<file path="config.mk">
export PLATFORM = sky130hd
export DESIGN_NAME = secmon_access_check
export DESIGN_NICKNAME = d
export VERILOG_FILES = /design/src/rtl/secmon_pkg.sv /design/src/rtl/secmon_field_pick.sv /design/src/rtl/secmon_decide.sv /design/src/rtl/secmon_access_check.sv
export SDC_FILE = /design/constraint.sdc
export NUM_CORES = 1
export LEC_CHECK = 0
export ABC_CLOCK_PERIOD_IN_PS = 2120
export BUFFER_PORTS_ARGS = -buffer_cell sky130_fd_sc_hd__buf_2
export CAP_MARGIN = 20
export CORE_AREA = 4 4 44 46
export DETAILED_ROUTE_END_ITERATION = 10
export DIE_AREA = 0 0 48 50
export PLACE_DENSITY_LB_ADDON = 0.1
export SYNTH_ARGS = -nofsm -noshare
export SYNTH_HDL_FRONTEND = slang
export SYNTH_SLANG_ARGS = --single-unit
export TNS_END_PERCENT = 100
</file>
<file path="constraint.sdc">
create_clock -name clk -period 2.12 [get_ports clk]
set_input_delay 0.106 -clock clk [delete_from_list [all_inputs] [get_ports clk]]
set_output_delay 0.106 -clock clk [all_outputs]
set_load 0.03 [all_outputs]
</file>
<file path="src/rtl/secmon_pkg.sv">
package secmon_pkg;

  typedef enum logic [1:0] {
    SEC_S   = 2'd0,
    SEC_NS  = 2'd1,
    SEC_RL  = 2'd2,
    SEC_RSV = 2'd3
  } sec_e;

  typedef enum logic [1:0] {
    V_ALLOW = 2'd0,
    V_UNDEF = 2'd1,
    V_TRAP2 = 2'd2,
    V_TRAP3 = 2'd3
  } verdict_e;

  localparam logic [5:0] TRAP_CLASS = 6'h18;

  // Reads need any nonzero grant, writes need full grant.
  function automatic logic perm_ok(input logic [1:0] fld, input logic wr);
    return wr ? (fld == 2'b11) : (fld != 2'b00);
  endfunction

endpackage

</file>
<file path="src/rtl/secmon_field_pick.sv">
module secmon_field_pick #(
  parameter int NUM_MON = 4,
  parameter int SEL_W   = (NUM_MON > 1) ? $clog2(NUM_MON) : 1
) (
  input  logic [2*NUM_MON-1:0] vec,
  input  logic [SEL_W-1:0]     sel,
  output logic [1:0]           fld
);
  localparam int SPAN = 1 << SEL_W;

  logic [1:0] slot [SPAN];

  for (genvar g = 0; g < SPAN; g++) begin : g_slot
    if (g < NUM_MON) begin : g_real
      assign slot[g] = vec[2*g +: 2];
    end else begin : g_pad
      assign slot[g] = 2'b00;
    end
  end

  assign fld = slot[sel];

endmodule

</file>
<file path="src/rtl/secmon_decide.sv">
module secmon_decide
  import secmon_pkg::*;
(
  input  logic [1:0] level,
  input  logic [1:0] sec,
  input  logic       wr,
  input  logic [1:0] l3_fld,
  input  logic [1:0] l2_fld,
  input  logic       el3_present,
  input  logic       el2_enabled,
  input  logic       fg_present,
  input  logic       realm_present,
  input  logic       mon_en,
  input  logic       hyp_en,
  input  logic       fg_gate,
  input  logic       fg_rd,
  input  logic       fg_wr,
  input  logic       udf_early,
  input  logic       udf_late,
  output verdict_e   verdict
);
  logic l3_fail, l2_fail, fg_fail, l2_active, state_bad;

  always_comb begin
    l3_fail   = el3_present && (!mon_en || !perm_ok(l3_fld, wr));
    l2_fail   = !perm_ok(l2_fld, wr);
    fg_fail   = fg_present && ((el3_present && !fg_gate) || !(wr ? fg_wr : fg_rd));
    l2_active = (level == 2'd1) && el2_enabled;
    state_bad = (sec == SEC_NS) || (sec == SEC_RSV) ||
                ((sec == SEC_RL) && realm_present);

    if (state_bad)                     verdict = V_UNDEF;
    else if (level == 2'd0)            verdict = V_UNDEF;
    else if (level == 2'd3)            verdict = V_ALLOW;
    else if (udf_early && l3_fail)     verdict = V_UNDEF;
    else if (l2_active && fg_fail)     verdict = V_TRAP2;
    else if (l2_active && !hyp_en)     verdict = V_TRAP2;
    else if (l2_active && l2_fail)     verdict = V_TRAP2;
    else if (l3_fail)                  verdict = udf_late ? V_UNDEF : V_TRAP3;
    else                               verdict = V_ALLOW;
  end

endmodule

</file>
<file path="src/rtl/secmon_access_check.sv">
module secmon_access_check
  import secmon_pkg::*;
#(
  parameter int NUM_MON = 4,
  parameter int SEL_W   = (NUM_MON > 1) ? $clog2(NUM_MON) : 1
) (
  input  logic                 clk,
  input  logic                 rst,
  input  logic                 req_valid,
  input  logic [1:0]           req_level,
  input  logic [1:0]           req_sec,
  input  logic                 req_write,
  input  logic [SEL_W-1:0]     req_sel,
  input  logic                 cfg_el3_present,
  input  logic                 cfg_el2_enabled,
  input  logic                 cfg_fg_present,
  input  logic                 cfg_realm_present,
  input  logic                 cfg_mon_en,
  input  logic [2*NUM_MON-1:0] cfg_l3_perm,
  input  logic [2*NUM_MON-1:0] cfg_l2_perm,
  input  logic                 cfg_hyp_en,
  input  logic                 cfg_fg_gate,
  input  logic                 cfg_fg_rd,
  input  logic                 cfg_fg_wr,
  input  logic                 cfg_udf_early,
  input  logic                 cfg_udf_late,
  output logic                 res_valid,
  output logic                 res_allow,
  output logic                 res_undef,
  output logic                 res_trap2,
  output logic                 res_trap3,
  output logic [5:0]           res_class
);
  localparam int NUM_LVL = 2;  // permission vectors: index 0 = level 3, 1 = level 2

  logic [2*NUM_MON-1:0] perm_vec [NUM_LVL];
  logic [1:0]           perm_fld [NUM_LVL];
  verdict_e             verdict;

  assign perm_vec[0] = cfg_l3_perm;
  assign perm_vec[1] = cfg_l2_perm;

  for (genvar k = 0; k < NUM_LVL; k++) begin : g_pick
    secmon_field_pick #(.NUM_MON(NUM_MON), .SEL_W(SEL_W)) u_pick (
      .vec (perm_vec[k]),
      .sel (req_sel),
      .fld (perm_fld[k])
    );
  end

  secmon_decide u_decide (
    .level         (req_level),
    .sec           (req_sec),
    .wr            (req_write),
    .l3_fld        (perm_fld[0]),
    .l2_fld        (perm_fld[1]),
    .el3_present   (cfg_el3_present),
    .el2_enabled   (cfg_el2_enabled),
    .fg_present    (cfg_fg_present),
    .realm_present (cfg_realm_present),
    .mon_en        (cfg_mon_en),
    .hyp_en        (cfg_hyp_en),
    .fg_gate       (cfg_fg_gate),
    .fg_rd         (cfg_fg_rd),
    .fg_wr         (cfg_fg_wr),
    .udf_early     (cfg_udf_early),
    .udf_late      (cfg_udf_late),
    .verdict       (verdict)
  );

  always_ff @(posedge clk) begin
    if (rst || !req_valid) begin
      res_valid <= 1'b0;
      res_allow <= 1'b0;
      res_undef <= 1'b0;
      res_trap2 <= 1'b0;
      res_trap3 <= 1'b0;
      res_class <= 6'h00;
    end else begin
      res_valid <= 1'b1;
      res_allow <= (verdict == V_ALLOW);
      res_undef <= (verdict == V_UNDEF);
      res_trap2 <= (verdict == V_TRAP2);
      res_trap3 <= (verdict == V_TRAP3);
      res_class <= (verdict == V_TRAP2 || verdict == V_TRAP3) ? TRAP_CLASS : 6'h00;
    end
  end

  // strobe follows request by one edge, idle outputs are clear
  assert_strobe_R1: assert property (@(posedge clk) disable iff (rst)
    req_valid |=> res_valid);
  assert_nostrobe_R1: assert property (@(posedge clk) disable iff (rst)
    !req_valid |=> !res_valid);
  assert_idle_R1: assert property (@(posedge clk) disable iff (rst)
    !res_valid |-> ({res_allow, res_undef, res_trap2, res_trap3} == 4'b0 && res_class == 6'h00));

  // non-secure requests are refused
  assert_nonsec_R2: assert property (@(posedge clk) disable iff (rst)
    (req_valid && req_sec == SEC_NS) |=> res_undef);

  // level 0 refused, level 3 allowed from secure state
  assert_lvl0_R3: assert property (@(posedge clk) disable iff (rst)
    (req_valid && req_sec == SEC_S && req_level == 2'd0) |=> res_undef);
  assert_lvl3_R3: assert property (@(posedge clk) disable iff (rst)
    (req_valid && req_sec == SEC_S && req_level == 2'd3) |=> res_allow);

  // only level-1 requests with level 2 enabled may trap to level 2
  assert_no_trap2_R9: assert property (@(posedge clk) disable iff (rst)
    (req_valid && (req_level != 2'd1 || !cfg_el2_enabled)) |=> !res_trap2);

  // one verdict, class code tied to traps
  assert_onehot_R11: assert property (@(posedge clk) disable iff (rst)
    res_valid |-> $countones({res_allow, res_undef, res_trap2, res_trap3}) == 1);
  assert_class_R11: assert property (@(posedge clk) disable iff (rst)
    res_valid |-> (res_class == ((res_trap2 || res_trap3) ? TRAP_CLASS : 6'h00)));

endmodule

</file>
== Word-level counts from Yosys, hierarchy flattened ==
Index checks and enable logic that the tools add are counted.
Storage, ports and cells
  register bits after elaboration: 11
  input port bits: 37
  output and inout bits: 11
  logic and storage cells: 64
Cells by class
  order comparisons: 1
  equal/unequal tests: 10
  muxes and demuxes: 20
  bitwise logic cells: 1
  reductions and logical operators: 26
Operators by type and width (count)
  2-bit two-way mux: 13
  2-bit equality test, second input constant: 7
  1-bit logical AND: 9
  2-bit binary-select mux with 2-bit select: 2
  1-bit logical NOT: 7
  2-bit by 1-bit equality test with 1-bit output, second input constant: 3
  1-bit logical OR: 6
  5-bit two-way mux: 1
  2-bit logical NOT: 2
  1-bit two-way mux: 4
  2-bit nonzero test: 2
  3-bit greater-or-equal comparator, second input constant: 1
  2-bit NOT with 3-bit output: 1

== Logic depth before layout (Yosys ltp) ==
  depth in word-level cells: 20
  depth in mapped cells: 6

== Cells and area by module ==
A second synthesis with hierarchy kept.
Unflattened totals
  cells, all modules: 46
  area total of the unflattened synthesis: 505.5 um2
Modules (own cells, without submodules)
  secmon_access_check: instances 1, cells each 18, area an instance 231.5 um2, seq. area each 120.1 um2
  secmon_decide: instances 1, cells each 24, area an instance 168.9 um2, seq. area each 0.0 um2
  secmon_field_pick: instances 2, cells each 2, area an instance 52.6 um2, seq. area each 0.0 um2

== Worst setup path after synthesis ==
OpenSTA, ideal clock, no wires.
  kind: input port to flip-flop
  start point: input req_sel[0]
  end point: register res_trap2
  library setup time: 65 ps
  arrival time: 1717 ps
  required time: 2055 ps
  setup slack: 338 ps
  stages on the path: 6
  buffers on the path: 0
  cells stage by stage: mux4_2 maj3_2 nand2_2 a32oi_1 or4b_4 nor2_1
Between the ends
  longest elaborated chain between the ends: 18
  elaborated cells on any way between the ends: 28
  those cells by class: 3 x eq/ne; 16 x mux; 1 x bitwise; 8 x reduce/logical
Ends and longest elaborated chain
  start, declared: RTL line secmon_access_check.sv:13  | input logic [SEL_W-1:0] req_sel,
  2-bit NOT with 3-bit output (not written as such) *: RTL line secmon_field_pick.sv:21  | assign fld = slot[sel];
  2-bit binary-select mux with 2-bit select: RTL line secmon_field_pick.sv:21
  2-bit two-way mux (not written as such) (2 in a row): RTL line secmon_field_pick.sv:21
  2-bit equality test / 2-bit nonzero test (equally long branches): RTL line secmon_pkg.sv:21  | return wr ? (fld == 2'b11) : (fld != 2'b00);
  1-bit two-way mux: RTL line secmon_pkg.sv:21
  1-bit logical NOT: RTL line secmon_decide.sv:25  | l3_fail = el3_present && (!mon_en || !perm_ok(l3_fld, wr));
  1-bit logical OR: RTL line secmon_decide.sv:25
  1-bit logical AND: RTL line secmon_decide.sv:25
  2-bit two-way mux: RTL line secmon_decide.sv:39  | else if (l3_fail) verdict = udf_late ? V_UNDEF : V_TRAP3;
  2-bit two-way mux: RTL line secmon_decide.sv:38  | else if (l2_active && l2_fail) verdict = V_TRAP2;
  2-bit two-way mux: RTL line secmon_decide.sv:37  | else if (l2_active && !hyp_en) verdict = V_TRAP2;
  2-bit two-way mux: RTL line secmon_decide.sv:36  | else if (l2_active && fg_fail) verdict = V_TRAP2;
  2-bit two-way mux *: RTL line secmon_decide.sv:35  | else if (udf_early && l3_fail) verdict = V_UNDEF;
  2-bit two-way mux *: RTL line secmon_decide.sv:34  | else if (level == 2'd3) verdict = V_ALLOW;
  2-bit two-way mux *: RTL line secmon_decide.sv:33  | else if (level == 2'd0) verdict = V_UNDEF;
  2-bit two-way mux *: RTL line secmon_decide.sv:32  | if (state_bad) verdict = V_UNDEF;
  2-bit equality test *: RTL line secmon_access_check.sv:83  | res_trap2 <= (verdict == V_TRAP2);
  end signal, assigned: RTL line secmon_access_check.sv:83
  end, declared: RTL line secmon_access_check.sv:30  | output logic res_trap2,
Every way passes the cells marked *; elsewhere a longest branch is shown, timed or not. The select of a mux whose other input is x is not followed.
A chain may end at the register's enable or synchronous reset.

== Final worst setup path ==
  start point: input req_sel[0]
  end point: register res_trap3
Between the ends
  longest elaborated chain between the ends: 18
  elaborated cells on any way between the ends: 28
  those cells by class: 3 x eq/ne; 16 x mux; 1 x bitwise; 8 x reduce/logical
Ends and longest elaborated chain
  2-bit NOT with 3-bit output (not written as such) *: RTL line secmon_field_pick.sv:21
  2-bit binary-select mux with 2-bit select: RTL line secmon_field_pick.sv:21
  2-bit two-way mux (not written as such) (2 in a row): RTL line secmon_field_pick.sv:21
  2-bit equality test / 2-bit nonzero test (equally long branches): RTL line secmon_pkg.sv:21
  1-bit two-way mux: RTL line secmon_pkg.sv:21
  1-bit logical NOT: RTL line secmon_decide.sv:25
  1-bit logical OR: RTL line secmon_decide.sv:25
  1-bit logical AND: RTL line secmon_decide.sv:25
  2-bit two-way mux: RTL line secmon_decide.sv:39
  2-bit two-way mux: RTL line secmon_decide.sv:38
  2-bit two-way mux: RTL line secmon_decide.sv:37
  2-bit two-way mux: RTL line secmon_decide.sv:36
  2-bit two-way mux *: RTL line secmon_decide.sv:35
  2-bit two-way mux *: RTL line secmon_decide.sv:34
  2-bit two-way mux *: RTL line secmon_decide.sv:33
  2-bit two-way mux *: RTL line secmon_decide.sv:32
  2-bit equality test *: RTL line secmon_access_check.sv:84  | res_trap3 <= (verdict == V_TRAP3);
  end signal, assigned: RTL line secmon_access_check.sv:84
  end, declared: RTL line secmon_access_check.sv:31  | output logic res_trap3,
Marked as above.

==> run metrics <==
worst-path maximum fanout=4; RSZ-0062 raised after global routing=false; routability cong.=0.758; setup ws final=0.341 ns; initial DRC count=1; Critical Path Start=req_sel[0]; endpoints failing setup=0; outcome=completed; cell taking the most area after synthesis=dfxtp_1; Period minus WS final=1.78 ns; unique cell type count in the Yosys netlist=25; setup_tns=0 ns; Max VDD drop=0.132 mV; Post-CTS Setup Bufs=0; Critical Path RT=2.29 ns; critical path arrival=1.95 ns; GRT Overall Usage=0.0983; largest net degree at the start of global routing=6; IO buf count=43; slowest stage delay, CP=0.57 ns; CTS H-tree lvls=1; CP Cell Sequence=buf_2 > mux4_1 > o21a_2 > o211ai_2 > a32oi_1 > or4b_4 > nor2_1; startpoint of the tightest hold check path=req_valid; Routed WL=1.10 mm; layout cell share with drive strength beyond 1=0.600; Setup CP Type=primary input to flop; area of the mapped netlist=454 um^2; WL per Instance=10.4 um; TritonCTS Buffers=3; Die Ht=50 um; synth cell count leaders=nor2_1, dfxtp_1, buf_4; Initial Utilization=0.301; FILL cells=158; first-pass GRT wire length=1.69 mm; GR Overflow Total=0; Via density=4.76; Detail Route Antenna Nets=0; clock slew at reported path FFs=0.04 ns; leakage=0.382 nW; initial antenna violation count=0; Non-Filler Instances=106; Hold Vio Cnt, Final=0; slowest cell on the critical path=mux4_1; ys flop type=dfxtp_1; Critical Path Sink Type=flop; top-count cell post-synth=nor2_1; clock sinks=6; Seq. cell area=120 um^2; drt drc=0; Power Dens Cells=464 nW/um^2; worst min path class=primary input to flop; syn_area_per_cell=9.87 um^2; register area share after synthesis=0.264; post-cts sizing count=0; Post-synth EDFFs=0; core area=1510 um^2; Area contributors post-synth=dfxtp_1, mux4_1, mux4_2; flops & latches, synth=6; max_cap viols=0; n_diodes=0; CTS tree=yes; Die Wd=48 um; overall power=0.318 mW; period utilization=0.839; die footprint=2400 um^2; placed cells=103; fmax=0.562 GHz; post-synth top area share=0.264; Post-Synthesis Cells=46; post-synthesis async set-or-reset flop share=0; maximum clock path buffer count=2; row cnt=14; layout overhead on the synthesized area=51.0%; I/O pin cnt=48; DR pass1 iterations=3; root buf cell=clkbuf_4; Ys Warns=0; Post-CTS Hold Buffers=0; Multi-input gate area=297 um^2; vias=505; dpl hpwl=1.02 mm; vias in the first global route=471; Slew Viols, Final=0; dpl ws=0.0885 ns; CP Launch Type=primary input; Total Nets Final=129
where the power goes:
group          switching (mW)  internal [mW]
logic                  0.0486         0.0530
registers            0.000557          0.117
clock network          0.0358         0.0637
total                  0.0850          0.233
worst max-delay path, delay by kind of cell:
family	cells	cell delay (ns)
compound gates	3	0.48
buf+inv	1	0.14
simple gates	2	0.66
mux	1	0.57
cell usage in the layout (no fill, tap or decap):
master,synthesis,layout
a41o_1,1,1
mux4_1,2,2
o21a_2,1,1
buf_2,0,43
o21ai_0,1,1
and2b_1,1,1
a41oi_1,1,1
inv_1,3,3
nand2_1,2,2
nor2_1,7,7
nand2_2,1,1
clkbuf_4,0,3
dfxtp_1,6,6
nand2b_1,1,1
a32oi_1,1,1
o211ai_2,1,1
or2b_2,1,1
nor2b_1,1,1
maj3_2,1,1
conb_1,1,4
and3_1,2,2
or4b_4,1,1
o31ai_1,1,1
a211o_1,1,1
nand3b_1,1,1
mux4_2,2,2
layer usage:
layer / vias up / global-route usage / wire length, um
met5: - / 0 / 0
met3: 0 / 0.0400 / 166
met2: 30 / 0.163 / 572
met4: 0 / 0.0538 / 0
li1: 252 / - / -
met1: 223 / 0.0983 / 364
layout make-up:
class	instances	share of cell area
multi-input combinational	35	0.432
clock buffer	3	0.0328
timing repair buffer	43	0.314
sequential	6	0.175
tap	16	0.0292
inverter	3	0.0164
logic make-up after synthesis:
kind of cell / after synthesis / synth area share
flops: 6 / 0.264
buf+inv: 8 / 0.107
mux: 4 / 0.215
other cells: 1 / 0.00826
fa+ha+maj: 1 / 0.0248
compound gates: 8 / 0.154
simple gates: 18 / 0.226
sequential cells by signal (all words and copies together) (netlist names):
register,cells
res_allow,1
res_trap3,1
res_trap2,1
res_undef,1
res_valid,1
res_class,1
final timing paths:
check                    to  depth (start not counted)  slack [ns]
max    res_trap3$_SDFF_PN0_                          7        0.34
min       res_valid$_DFF_P_                          2        0.13
per-stage QoR:
| stage | cell area (um^2) | hold slack (ns) | utilization |
|---|---|---|---|
| final | 686 | 0.127 | 0.455 |
| after detailed placement | 663 | 0.371 | 0.440 |
| after global placement | 663 | 0.366 | 0.440 |
| after global routing | 686 | 0.158 | 0.455 |
| after floorplan | 465 | 0.265 | - |
| after CTS | 686 | 0.127 | 0.455 |
Note: power is estimated with default switching activity, not from simulation.
